`config.mk`:
```
export PLATFORM = sky130hd
export DESIGN_NAME = drv_fault_guard
export DESIGN_NICKNAME = d
export VERILOG_FILES = /design/src/rtl/drv_fault_guard.sv
export SDC_FILE = /design/constraint.sdc
export NUM_CORES = 1
export LEC_CHECK = 0
export BUFFER_PORTS_ARGS = -buffer_cell sky130_fd_sc_hd__clkbuf_2
export CORE_MARGIN = 2
export CORE_UTILIZATION = 35
export CTS_CLUSTER_DIAMETER = 60
export DETAILED_ROUTE_END_ITERATION = 12
export SKIP_LAST_GASP = 1
export SLEW_MARGIN = 10
export SYNTH_ARGS = -nofsm -noshare
export SYNTH_HDL_FRONTEND = slang
export SYNTH_SLANG_ARGS = --single-unit
```
`constraint.sdc`:
```
create_clock -name clk -period 2.4 [get_ports clk]
set_input_delay 0.36 -clock clk [delete_from_list [all_inputs] [get_ports clk]]
set_output_delay 0.36 -clock clk [all_outputs]
set_load 0.02 [all_outputs]
```
`src/rtl/drv_fault_guard.sv`:
```
module drv_fault_guard #(
  parameter int N_OUT    = 6,
  parameter int OC_TICKS = 3,
  parameter int OL_TICKS = 5
) (
  input  logic               clk,
  input  logic               rst_n,
  input  logic               tick,
  input  logic [N_OUT-1:0]   cmd_hs,
  input  logic [N_OUT-1:0]   cmd_ls,
  input  logic               cmd_we,
  input  logic               oc_en,
  input  logic               ol_en,
  input  logic               ov_en,
  input  logic               clr_stat,
  input  logic [N_OUT-1:0]   oc_hs,
  input  logic [N_OUT-1:0]   oc_ls,
  input  logic [N_OUT-1:0]   ol_hs,
  input  logic [N_OUT-1:0]   ol_ls,
  input  logic               uv,
  input  logic               ov,
  input  logic               tpw,
  input  logic               tsd,
  output logic [N_OUT-1:0]   en_hs,
  output logic [N_OUT-1:0]   en_ls,
  output logic [2*N_OUT+3:0] diag
);
  localparam int NSW = 2 * N_OUT;
  localparam int OCW = $clog2(OC_TICKS + 1);
  localparam int OLW = $clog2(OL_TICKS + 1);

  logic [NSW-1:0] cmd_sw, oc_sw, ol_sw, oc_q, ol_q, trip, en_sw;
  logic st_sup, st_ol, st_oc, kill_all;

  for (genvar k = 0; k < N_OUT; k++) begin : g_map
    assign cmd_sw[2*k]   = cmd_ls[k];
    assign cmd_sw[2*k+1] = cmd_hs[k];
    assign oc_sw[2*k]    = oc_ls[k];
    assign oc_sw[2*k+1]  = oc_hs[k];
    assign ol_sw[2*k]    = ol_ls[k];
    assign ol_sw[2*k+1]  = ol_hs[k];
    assign en_ls[k]      = en_sw[2*k];
    assign en_hs[k]      = en_sw[2*k+1];
  end

  for (genvar j = 0; j < NSW; j++) begin : g_qual
    logic [OCW-1:0] oc_cnt;
    logic [OLW-1:0] ol_cnt;
    always_ff @(posedge clk or negedge rst_n) begin
      if (!rst_n)                                  oc_cnt <= '0;
      else if (!oc_sw[j])                          oc_cnt <= '0;
      else if (tick && oc_cnt != OCW'(OC_TICKS))   oc_cnt <= oc_cnt + 1'b1;
    end
    always_ff @(posedge clk or negedge rst_n) begin
      if (!rst_n)                                  ol_cnt <= '0;
      else if (!ol_sw[j])                          ol_cnt <= '0;
      else if (tick && ol_cnt != OLW'(OL_TICKS))   ol_cnt <= ol_cnt + 1'b1;
    end
    assign oc_q[j] = oc_sw[j] && (oc_cnt == OCW'(OC_TICKS));
    assign ol_q[j] = ol_sw[j] && (ol_cnt == OLW'(OL_TICKS));
  end

  always_ff @(posedge clk or negedge rst_n) begin
    if (!rst_n) begin
      trip   <= '0;
      st_oc  <= 1'b0;
      st_ol  <= 1'b0;
      st_sup <= 1'b0;
    end else begin
      trip   <= ((clr_stat || cmd_we) ? '0 : trip)
                | (oc_q & {NSW{oc_en}}) | (ol_q & {NSW{ol_en}});
      st_oc  <= (clr_stat ? 1'b0 : st_oc)  | (|oc_q);
      st_ol  <= (clr_stat ? 1'b0 : st_ol)  | (|ol_q);
      st_sup <= (clr_stat ? 1'b0 : st_sup) | uv | ov;
    end
  end

  assign kill_all = tsd | uv | (ov & ov_en);
  assign en_sw    = kill_all ? '0 : (cmd_sw & ~trip);
  assign diag     = {st_sup, st_ol, st_oc, en_sw, tpw};

  AST_THERMAL_UV_OFF: assert property (@(posedge clk) disable iff (!rst_n)
    (tsd || uv) |-> (en_hs == '0 && en_ls == '0));
  AST_OV_OFF: assert property (@(posedge clk) disable iff (!rst_n)
    (ov && ov_en) |-> (en_hs == '0 && en_ls == '0));
  AST_SUPPLY_STICKY: assert property (@(posedge clk) disable iff (!rst_n)
    (uv || ov) |=> diag[NSW+3]);
  AST_NO_UNCOMMANDED: assert property (@(posedge clk) disable iff (!rst_n)
    ((en_hs & ~cmd_hs) == '0 && (en_ls & ~cmd_ls) == '0));
  AST_TRIP_REPORTED: assert property (@(posedge clk) disable iff (!rst_n)
    (trip != '0) |-> (diag[NSW+1] || diag[NSW+2]));
  AST_CLR_SUPPLY: assert property (@(posedge clk) disable iff (!rst_n)
    (clr_stat && !uv && !ov) |=> !diag[NSW+3]);
endmodule

```
==> impl_results.md, run 1 <==
* YS warnings at 0
* Yosys cell types at 39
* Comb pwr share at 0.156
* 1st-pass router iterations at 4
* Final GP Congestion at 0.7200
* ANT nets after route at 0
* Worst-Margin Slew at 0.5579 ns
* Root buffer cell: clkbuf_16
* Non-Filler Instances at 592
* Clk_skew at 0.006372 ns
* Horiz. Die Dim at 114.2 um
* Final Setup Violations at 0
* Hold_buf cts at 0
* IO buf count at 73
* Status: complete, no violations
* Layout cell share with drive strength beyond 1 at 0.2629
* Clock share of power at 0.386
* Register clock-pin slew on the reported worst setup and hold paths at 0.06 ns
* Area Overhead vs Synth at 16.58%
* Fin. Hold Viols at 0
* Pins over their slew limit at 0
* Hold Path Class: in2async
* CP Data Required Time at 2.04 ns
* Post-route DRC at 0
* Ranking of synthesized cells by area: dfrtp_1 (44%), ha_1 (11%), and2_1 (4.0%)
* Slew margin rel. at 0.6281
* Full die area at 0.01304 sq mm
* H-tree depth at 3
* Post-DP HPWL at 6.265 mm
* Final period demand of the worst path at 1.988 ns
* Pwr Density at 635.5 mW/mm^2
* Worst path arrival time at 1.63 ns
* Clock latency at the later pin of the worst-skew pair at 0.33 ns
* Starting Density at 0.3567
* CP Class: in2out
* Via-to-Cell Ratio at 5.019
* Post-CTS Setup Inserts at 0
* Worst VDD drop at 304.1 uV
* Crit path max fanout at 10
* DIE HEIGHT at 114.2 um
* CP endpoint kind: output port
* Cts bufs inserted at 9
* Post-Syn Nets at 460
* Largest net degree at the start of global routing at 76
* Max Cap Viol at 0
* Post-synth EDFFs at 0
* Initial drt markers at 144
* Seq cells post-synth at 75
* Startpoint Class: input pin
* Global-route wire length before repair at 14.15 mm
* Final Cycle Share at 0.8282
* Gr ovfl total at 0
* Vias at 2971
* Vias in the first global route at 2975
* TritonCTS clock tree: done
* Async SR Flop Fraction at 1.000
* P_leak at 2.535 nW
* Area share of the largest cell type after synthesis at 0.4417
* Setup TNS at 0 ns
* Psw at 0.8245 mW
* Seq/Total Area, Yosys at 0.4417
* Fmax at 503.1 MHz
* Placed Cells incl. Taps at 577
* GR Util All Layers at 0.1382
* Clock sinks at 75
* RSZ-0062 raised after global routing: no
* Synth area leader: dfrtp_1
* Post-synthesis area per instance at 11.30 sq um
* I/O pin count at 76
* Worst r2r src: g_qual[4].ol_cnt[0]$_DFFE_PN0P_
* Cell with the most instances after synthesis: dfrtp_1
* Pint at 2.323 mW
* Register share of total power at 0.458
* Antenna violations before repair at 0
* # diodes at 0
* Primary FF master, synth: dfrtp_1
* Synth cell count leaders: dfrtp_1 (75), ha_1 (36), and2_1 (27)
* Average wire per standard cell at 14.01 um
* Cell count after synthesis at 376
* Max clock buf depth at 2
* Worst Setup SP: ov
* Layout Nets at 525
* Core ar. at 0.01191 sq mm
* Routed wire length at 8.292 mm
* Synth Cell Area at 0.004249 sq mm
* Post-CTS resize count at 0
* # rows at 40
* Switching part of the total at 0.2619
[metrics by stage]
| step | hold WS, ns | area, sq um | utilization | worst slack [ns] | power [mW] |
|---|---|---|---|---|---|
| 2_1_floorplan | 0.06441 | 4249 | - | 0.5174 | 1.808 |
| 3_3_place_gp | 0.4361 | 4691 | 0.3938 | 0.4195 | 1.933 |
| 3_5_place_dp | 0.4354 | 4691 | 0.3938 | 0.3974 | 1.964 |
| 4_1_cts | 0.07875 | 4954 | 0.4159 | 0.3906 | 3.206 |
| 5_1_grt | 0.08464 | 4954 | 0.4159 | 0.3304 | 3.338 |
| 6_report | 0.03826 | 4954 | 0.4159 | 0.4124 | 3.148 |
[cell usage in the layout (no fill, tap or decap), drive strengths merged, types with 6 or more instances in the layout]
| master | count |
|---|---|
| dfrtp | 75 |
| nand2b | 11 |
| xor2 | 13 |
| a21boi | 13 |
| a32oi | 10 |
| ha | 36 |
| nand3 | 12 |
| and4b | 6 |
| a21oi | 12 |
| nand2 | 16 |
| o211a | 9 |
| buf | 6 |
| inv | 14 |
| and2 | 27 |
| xnor2 | 11 |
| nor2b | 13 |
| mux2i | 15 |
| clkbuf | 85 |
| o21ai | 10 |
| nor2 | 7 |
| nand4b | 7 |
| nor3b | 18 |
[layer usage]
layer | vias up | track usage | share of wire
li1 | 1446 | - | -
met1 | 1446 | 0.1816 | 0.47
met2 | 69 | 0.2103 | 0.45
met3 | 10 | 0.04447 | 0.059
met4 | 0 | 0.05772 | 0.017
met5 | - | 0 | 0
[worst max-delay path, stage by stage]
cell and delay [ns]:
clkbuf_2 0.09, a211o_1 0.49, buf_4 0.25, nor3b_2 0.23
clkbuf_2 0.21
[layout make-up]
class | count | area [sq um]
clock inverter | 2 | 12.51
multi-input combinational | 263 | 2162
sequential | 75 | 1877
timing repair buffer | 78 | 415.4
tap | 147 | 183.9
clock buffer | 13 | 250.2
fill | 1142 | 6958
inverter | 14 | 52.55
[registers in the layout, summed over array words and instances (netlist names)]
signal         count
g_qual.oc_cnt     24
st_sup             1
st_ol              1
trip              12
g_qual.ol_cnt     36
st_oc              1
[logic make-up (layout without fill, tap and decap cells)]
family | after synthesis | in the layout | synth area share
buffers and inverters | 38 | 107 | 0.04947
and+or+nand+nor | 124 | 124 | 0.1955
muxes | 15 | 15 | 0.03533
adders and majority gates | 36 | 36 | 0.1060
AOI/OAI and AO/OA | 64 | 64 | 0.1225
DFF | 75 | 75 | 0.4417
xor gates and xnor gates | 24 | 24 | 0.04947
[power groups by stage]
stage | clock [mW] | combinational [mW] | sequential [mW]
after global routing | 1.32 | 0.566 | 1.46
after detailed placement | 0 | 0.499 | 1.47
final | 1.21 | 0.491 | 1.44
after global placement | 0 | 0.476 | 1.46
after CTS | 1.26 | 0.503 | 1.44
after floorplan | 0 | 0.362 | 1.45
[final timing paths]
check                      slack (ns)  depth (start not counted)                         endpoint
min in group clk                 0.23                          2                 st_sup$_DFF_PN0_
hold reg to reg                  0.49                          1                 st_sup$_DFF_PN0_
hold / removal                   0.04                          2  g_qual[8].oc_cnt[0]$_DFFE_PN0P_
max in group asynchronous        2.02                          2  g_qual[6].ol_cnt[0]$_DFFE_PN0P_
setup / recovery                 0.41                          5                         en_hs[0]
setup reg to reg                 0.81                          5                  st_ol$_DFF_PN0_
No activity file was read; power rests on OpenSTA's default activity.
==> inputs of run 2 (changes only) <==
Clock period 2.4 ns to 1.7 ns, I/O delays scaled along.
==> run 2 against run 1 <==
Compared with the run above:
- sequential power is 42% higher
- die area stayed put
- flip-flop and latch count stayed put
- sequential share of layout area is 0.45 points lower
- worst setup slack worse by 0.27 ns
- register-to-register slack worse by 0.66 ns
- final area is 1.2% higher
- worst hold slack better by 0.096 ns
- final cell count is 0.68% higher
- combinational power is 44% higher
- core utilization is 0.50 points higher
- clock skew is 0.0020 ns higher
- largest cell class unchanged
- largest power group unchanged
==> impl_results.md, run 2 (synthesis results as in run 1) <==
* Status: complete, no violations (unchanged)
* Setup TNS at 0 ns (unchanged)
* Vias in the first global route at 2994 (was 2975)
* Biggest register: g_qual.ol_cnt (unchanged)
* IO buf count at 73 (unchanged)
* Layout cell share with drive strength beyond 1 at 0.2695 (was 0.2629)
* Root buffer cell: clkbuf_16 (unchanged)
* Placed Cells incl. Taps at 579 (was 577)
* Starting Density at 0.3567 (unchanged)
* Initial drt markers at 120 (was 144)
* Final Cycle Share at 0.9191
* Gr ovfl total at 0 (unchanged)
* Worst VDD drop at 416.5 uV (was 304.1 uV)
* Max clock buf depth at 2 (unchanged)
* Clock sinks at 75 (unchanged)
* P_leak at 2.564 nW (was 2.535 nW)
* Register clock-pin slew on the reported worst setup and hold paths at 0.05 ns (was 0.06 ns)
* TritonCTS clock tree: done (unchanged)
* Clock latency at the later pin of the worst-skew pair at 0.34 ns (was 0.33 ns)
* Commonest cells after routing, fill and taps aside: dfrtp_1 (75), clkbuf_2 (72), ha_1 (36) (unchanged)
* Most common cell after layout, fill and taps aside: dfrtp_1 (unchanged)
* Slew margin rel. at 0.3816 (was 0.6281)
* Max FFs per register at 36 (unchanged)
* CP Data Required Time at 1.44 ns (was 2.04 ns)
* CP Class: in2out (unchanged)
* RSZ-0062 raised after global routing: no (unchanged)
* Via-to-Cell Ratio at 5.002 (was 5.019)
* Min Hold Slack at 0.1345 ns (was 0.03826 ns)
* Cts bufs inserted at 9 (unchanged)
* Crit path max fanout at 5 (was 10)
* Post-layout util at 0.4209 (was 0.4159)
* Area Overhead vs Synth at 17.99% (was 16.58%)
* 1st-pass router iterations at 4 (unchanged)
* Largest regs: g_qual.ol_cnt (36), g_qual.oc_cnt (24), trip (12) (unchanged)
* Cell area after layout at 0.005014 sq mm (was 0.004954 sq mm)
* Non-Filler Instances at 596 (was 592)
* ANT nets after route at 0 (unchanged)
* Core ar. at 0.01191 sq mm (unchanged)
* Slowest stage delay, CP at 0.30 ns (was 0.49 ns)
* Final GP Congestion at 0.7540 (was 0.7200)
* I/O pin count at 76 (unchanged)
* Pwr Density at 895.3 mW/mm^2 (was 635.5 mW/mm^2)
* Final Setup Violations at 0 (unchanged)
* Fin. Hold Viols at 0 (unchanged)
* Reg2Reg Setup Slack at 0.15 ns (was 0.81 ns)
* Worst path arrival time at 1.31 ns (was 1.63 ns)
* Vias at 2981 (was 2971)
* Placed cell area at 0.004731 sq mm (was 0.004691 sq mm)
* Average wire per standard cell at 14.30 um (was 14.01 um)
* Startpoint Class: input pin (unchanged)
* CP endpoint kind: output port (unchanged)
* Full die area at 0.01304 sq mm (unchanged)
* GR Util All Layers at 0.1404 (was 0.1382)
* Worst-Margin Slew at 0.9242 ns (was 0.5579 ns)
* Final period demand of the worst path at 1.563 ns
* Clk_skew at 0.008407 ns (was 0.006372 ns)
* Worst-path cell chain: clkbuf_2, a211o_1, buf_4, nor3b_2, clkbuf_2 (unchanged)
* Post-DP HPWL at 6.495 mm (was 6.265 mm)
* Max Cap Viol at 0 (unchanged)
* Horiz. Die Dim at 114.2 um (unchanged)
* DIE HEIGHT at 114.2 um (unchanged)
* Routed wire length at 8.524 mm (was 8.292 mm)
* # diodes at 0 (unchanged)
* Global-route wire length before repair at 14.28 mm (was 14.15 mm)
* Antenna violations before repair at 0 (unchanged)
* Hold Path Class: in2reg (was in2async)
* Fmax at 640.0 MHz
* Pins over their slew limit at 0 (unchanged)
* H-tree depth at 3 (unchanged)
* Largest net degree at the start of global routing at 49 (was 76)
* Layout Nets at 528 (was 525)
* Post-CTS resize count at 0 (unchanged)
* Most used cell along the critical path: clkbuf_2 (unchanged)
* # rows at 40 (unchanged)
* Slowest cell on the critical path: a211o_1 (unchanged)
* Post-route DRC at 0 (unchanged)
run 2: cell types whose count changed in the layout (fill, tap and decap cells not counted):
cell / before / now
buf_12: 1 / 3
clkbuf_1: 3 / 2
clkinv_2: 1 / 2
clkinv_4: 0 / 1
dlygate4sd3_1: 0 / 1
run 2: repair_timing:
item	in CTS	in global routing
buffers inserted	0	0
hold buffers	1	0
hold endpoints to repair	14	0
run 2: final cells by class:
class / count / area (sq um)
fill: 1153 / 6898
multi-input combinational: 263 / 2162
sequential: 75 / 1877
timing repair buffer: 81 / 465.4
clock buffer: 12 / 246.5
tap: 147 / 183.9
inverter: 14 / 52.55
clock inverter: 4 / 26.28
run 2: power breakdown:
group | switching [mW] | internal, mW
Combinational | 0.363 | 0.346
Sequential | 0.113 | 1.93
Clock | 0.716 | 1.03
Total | 1.19 | 3.30
run 2: path summary, 6_finish.rpt:
kind                       cells past startpoint                              from                         endpoint
hold / removal                                 2                                ov                 st_sup$_DFF_PN0_
hold reg to reg                                1                  st_sup$_DFF_PN0_                 st_sup$_DFF_PN0_
setup reg to reg                               5  g_qual[10].ol_cnt[0]$_DFFE_PN0P_                  st_ol$_DFF_PN0_
max in group asynchronous                      3                             rst_n  g_qual[8].ol_cnt[1]$_DFFE_PN0P_
min in group asynchronous                      2                             rst_n  g_qual[0].oc_cnt[0]$_DFFE_PN0P_
setup / recovery                               5                                ov                         en_ls[4]
run 2: metal layers:
metal	track usage	vias up	share of wire
met1	0.1806	1446	0.47
li1	-	1461	-
met5	0	-	0
met2	0.2230	67	0.46
met4	0.04634	0	0.012
met3	0.04711	7	0.062
run 2: per-stage QoR:
stage,total power [mW],setup slack [ns]
3_3_place_gp,2.740,0.1262
5_1_grt,4.759,0.03904
6_report,4.489,0.1375
4_1_cts,4.552,0.1123
2_1_floorplan,2.552,0.02740
3_5_place_dp,2.787,0.1173
run 2: worst max-delay path, delay by kind of cell:
kind                   cells  cell delay [ns]
and+or+nand+nor            1             0.25
buffers and inverters      3             0.49
AOI/OAI and AO/OA          1             0.30
==> inputs of run 3 (changes only) <==
==> constraint.sdc (replaced) <==
create_clock -name clk -period 1.7 [get_ports clk]
set_input_delay 0.34 -clock clk [delete_from_list [all_inputs] [get_ports clk]]
set_output_delay 0.34 -clock clk [all_outputs]
set_load 0.02 [all_outputs]
==> run 3 against run 2 <==
Compared with the run above:
- clock power up 16%
- core utilization is 1.1 points higher
- die area stayed put
- power increased by 6.6%
- non-clock buffer count down 1
- register-to-register slack got worse by 0.02 ns
- flip-flop and latch count did not move
- via count rose by 0.44%
- sequential share of layout area fell by 0.95 points
- clock skew down 0.0013 ns
- largest cell class unchanged
==> impl_results.md, run 3 (synthesis results as in run 1) <==
* CP Data Required Time at 1.36 ns (was 1.44 ns)
* Placed Cells incl. Taps at 576 (was 579)
* Commonest cells after routing, fill and taps aside: dfrtp_1 (75), clkbuf_2 (53), ha_1 (36) (was dfrtp_1 (75), clkbuf_2 (72), ha_1 (36))
* # rows at 40 (unchanged)
* Pint at 3.572 mW (was 3.297 mW)
* Psw at 1.213 mW (was 1.192 mW)
* Slowest cell on the critical path: a211o_4 (was a211o_1)
* Vias at 2994 (was 2981)
* Starting Density at 0.3567 (unchanged)
* IO buf count at 73 (unchanged)
* Crit path max fanout at 5 (unchanged)
* Most common cell after layout, fill and taps aside: dfrtp_1 (unchanged)
* I/O pin count at 76 (unchanged)
* Final Cycle Share at 0.9900 (was 0.9191)
* Vias in the first global route at 3123 (was 2994)
* Area Overhead vs Synth at 21.05% (was 17.99%)
* Hold Path Class: in2async (was in2reg)
* DIE HEIGHT at 114.2 um (unchanged)
* Comb pwr share at 0.151 (was 0.158)
* RSZ-0062 raised after global routing: yes (was no)
* Switching part of the total at 0.2535 (was 0.2655)
* Layout Nets at 527 (was 528)
* Final GP Congestion at 0.7264 (was 0.7540)
* Largest regs: g_qual.ol_cnt (36), g_qual.oc_cnt (24), trip (12) (unchanged)
* Multi-input logic area at 0.002215 sq mm (was 0.002162 sq mm)
* Biggest register: g_qual.ol_cnt (unchanged)
* Root buffer cell: clkbuf_16 (unchanged)
* Fmax at 594.2 MHz (was 640.0 MHz)
* Buf/Inv on CP at 3 (unchanged)
* Clock share of power at 0.423 (was 0.388)
* Layout cell share with drive strength beyond 1 at 0.2746 (was 0.2695)
* ANT nets after route at 0 (unchanged)
* Post-layout util at 0.4318 (was 0.4209)
* Horiz. Die Dim at 114.2 um (unchanged)
* Worst-path cell chain: buf_6, a211o_4, buf_8, nor3b_4, clkbuf_8 (was clkbuf_2, a211o_1, buf_4, nor3b_2, clkbuf_2)
* Top delay family on crit path: buffers and inverters (unchanged)
* Full die area at 0.01304 sq mm (unchanged)
* Fin. Hold Viols at 0 (unchanged)
* Worst path arrival time at 1.34 ns (was 1.31 ns)
* Largest net degree at the start of global routing at 76 (was 49)
* Worst-Margin Slew at 0.8900 ns (was 0.9242 ns)
* Fillers at 1145 (was 1153)
* Slowest stage delay, CP at 0.36 ns (was 0.30 ns)
* Antenna violations before repair at 0 (unchanged)
* P_leak at 2.603 nW (was 2.564 nW)
* TritonCTS clock tree: done (unchanged)
* Pwr Density at 930.2 mW/mm^2 (was 895.3 mW/mm^2)
* Clk_skew at 0.007107 ns (was 0.008407 ns)
* # diodes at 0 (unchanged)
* CP Class: in2out (unchanged)
* Gr ovfl total at 0 (unchanged)
* Register share of total power at 0.425 (was 0.454)
* Post-DP HPWL at 6.145 mm (was 6.495 mm)
* Slew margin rel. at 0.4044 (was 0.3816)
* Global-route wire length before repair at 14.50 mm (was 14.28 mm)
* Post-route DRC at 0 (unchanged)
* Via-to-Cell Ratio at 5.032 (was 5.002)
* Register clock-pin slew on the reported worst setup and hold paths at 0.06 ns (was 0.05 ns)
* GR Util All Layers at 0.1408 (was 0.1404)
* H-tree depth at 3 (unchanged)
* Max clock buf depth at 2 (unchanged)
* 1st-pass router iterations at 4 (unchanged)
* Min Hold Slack at 0.02108 ns (was 0.1345 ns)
* Final period demand of the worst path at 1.683 ns (was 1.563 ns)
* CP endpoint kind: output port (unchanged)
* Non-Filler Instances at 595 (was 596)
* Worst VDD drop at 539.0 uV (was 416.5 uV)
* Startpoint Class: input pin (unchanged)
* Max FFs per register at 36 (unchanged)
* Max Cap Viol at 0 (unchanged)
* Average wire per standard cell at 14.15 um (was 14.30 um)
* Status: complete, no violations (unchanged)
* Pins over their slew limit at 0 (unchanged)
* Initial drt markers at 87 (was 120)
* Clock sinks at 75 (unchanged)
* Routed wire length at 8.417 mm (was 8.524 mm)
* Clock latency at the later pin of the worst-skew pair at 0.33 ns (was 0.34 ns)
* Final Setup Violations at 0 (unchanged)
* Core ar. at 0.01191 sq mm (unchanged)
* Register area at 0.001877 sq mm (unchanged)
* Cts bufs inserted at 9 (unchanged)
[run 3: path summary, 6_finish.rpt]
check / from / to / slack (ns) / depth (start not counted)
max: ov / diag[8] / 0.02 / 5
min: rst_n / g_qual[2].ol_cnt[1]$_DFFE_PN0P_ / 0.02 / 2
max in group asynchronous: rst_n / g_qual[11].ol_cnt[2]$_DFFE_PN0P_ / 1.36 / 2
max reg2reg: g_qual[4].ol_cnt[0]$_DFFE_PN0P_ / st_ol$_DFF_PN0_ / 0.13 / 5
min in group clk: uv / st_sup$_DFF_PN0_ / 0.23 / 2
min reg2reg: st_sup$_DFF_PN0_ / st_sup$_DFF_PN0_ / 0.50 / 1
[run 3: power groups by stage]
stage	Sequential [mW]	Clock, mW	Combinational (mW)
final	2.04	2.02	0.725
after global routing	2.06	2.18	0.833
after CTS	2.04	2.09	0.730
after detailed placement	2.07	0	0.713
after global placement	2.06	0	0.680
after floorplan	2.04	0	0.519
[run 3: cell type report]
| type | instances | area share |
|---|---|---|
| clock buffer | 10 | 0.04451 |
| clock inverter | 6 | 0.01751 |
| inverter | 14 | 0.01022 |
| multi-input combinational | 263 | 0.4306 |
| sequential | 75 | 0.3649 |
| tap | 147 | 0.03576 |
| timing repair buffer | 80 | 0.09657 |
[run 3: worst reg2reg max path, delay by kind of cell, from the launching register on]
| family | cells | cell delay [ns] |
|---|---|---|
| compound gates | 1 | 0.20 |
| simple gates | 3 | 0.61 |
| fa+ha+maj | 1 | 0.24 |
| flops | 1 | 0.41 |
[run 3: repair_timing]
item	4_1_cts	5_1_grt
pin swaps	3	2
hold buffers	0	0
resized for setup	8	27
endpoints found under the setup margin	16	18
setup buffers	2	1
[run 3: stage by stage]
| step | total power, mW | setup WS, ns | area [sq um] | setup TNS, ns |
|---|---|---|---|---|
| 2_1_floorplan | 2.561 | -0.1426 | 4292 | -1.112 |
| 3_3_place_gp | 2.738 | -0.06572 | 4730 | -0.6935 |
| 3_5_place_dp | 2.781 | -0.09667 | 4730 | -1.225 |
| 4_1_cts | 4.857 | -0.01861 | 5100 | -0.03689 |
| 5_1_grt | 5.070 | -0.01494 | 5144 | -0.09695 |
| 6_report | 4.785 | 0.01705 | 5144 | 0 |
[run 3: routing by layer]
layer,part of all wire,GRT usage
met1,0.46,0.1753
met3,0.053,0.04341
met2,0.47,0.2357
met4,0.012,0.04146
met5,0,0
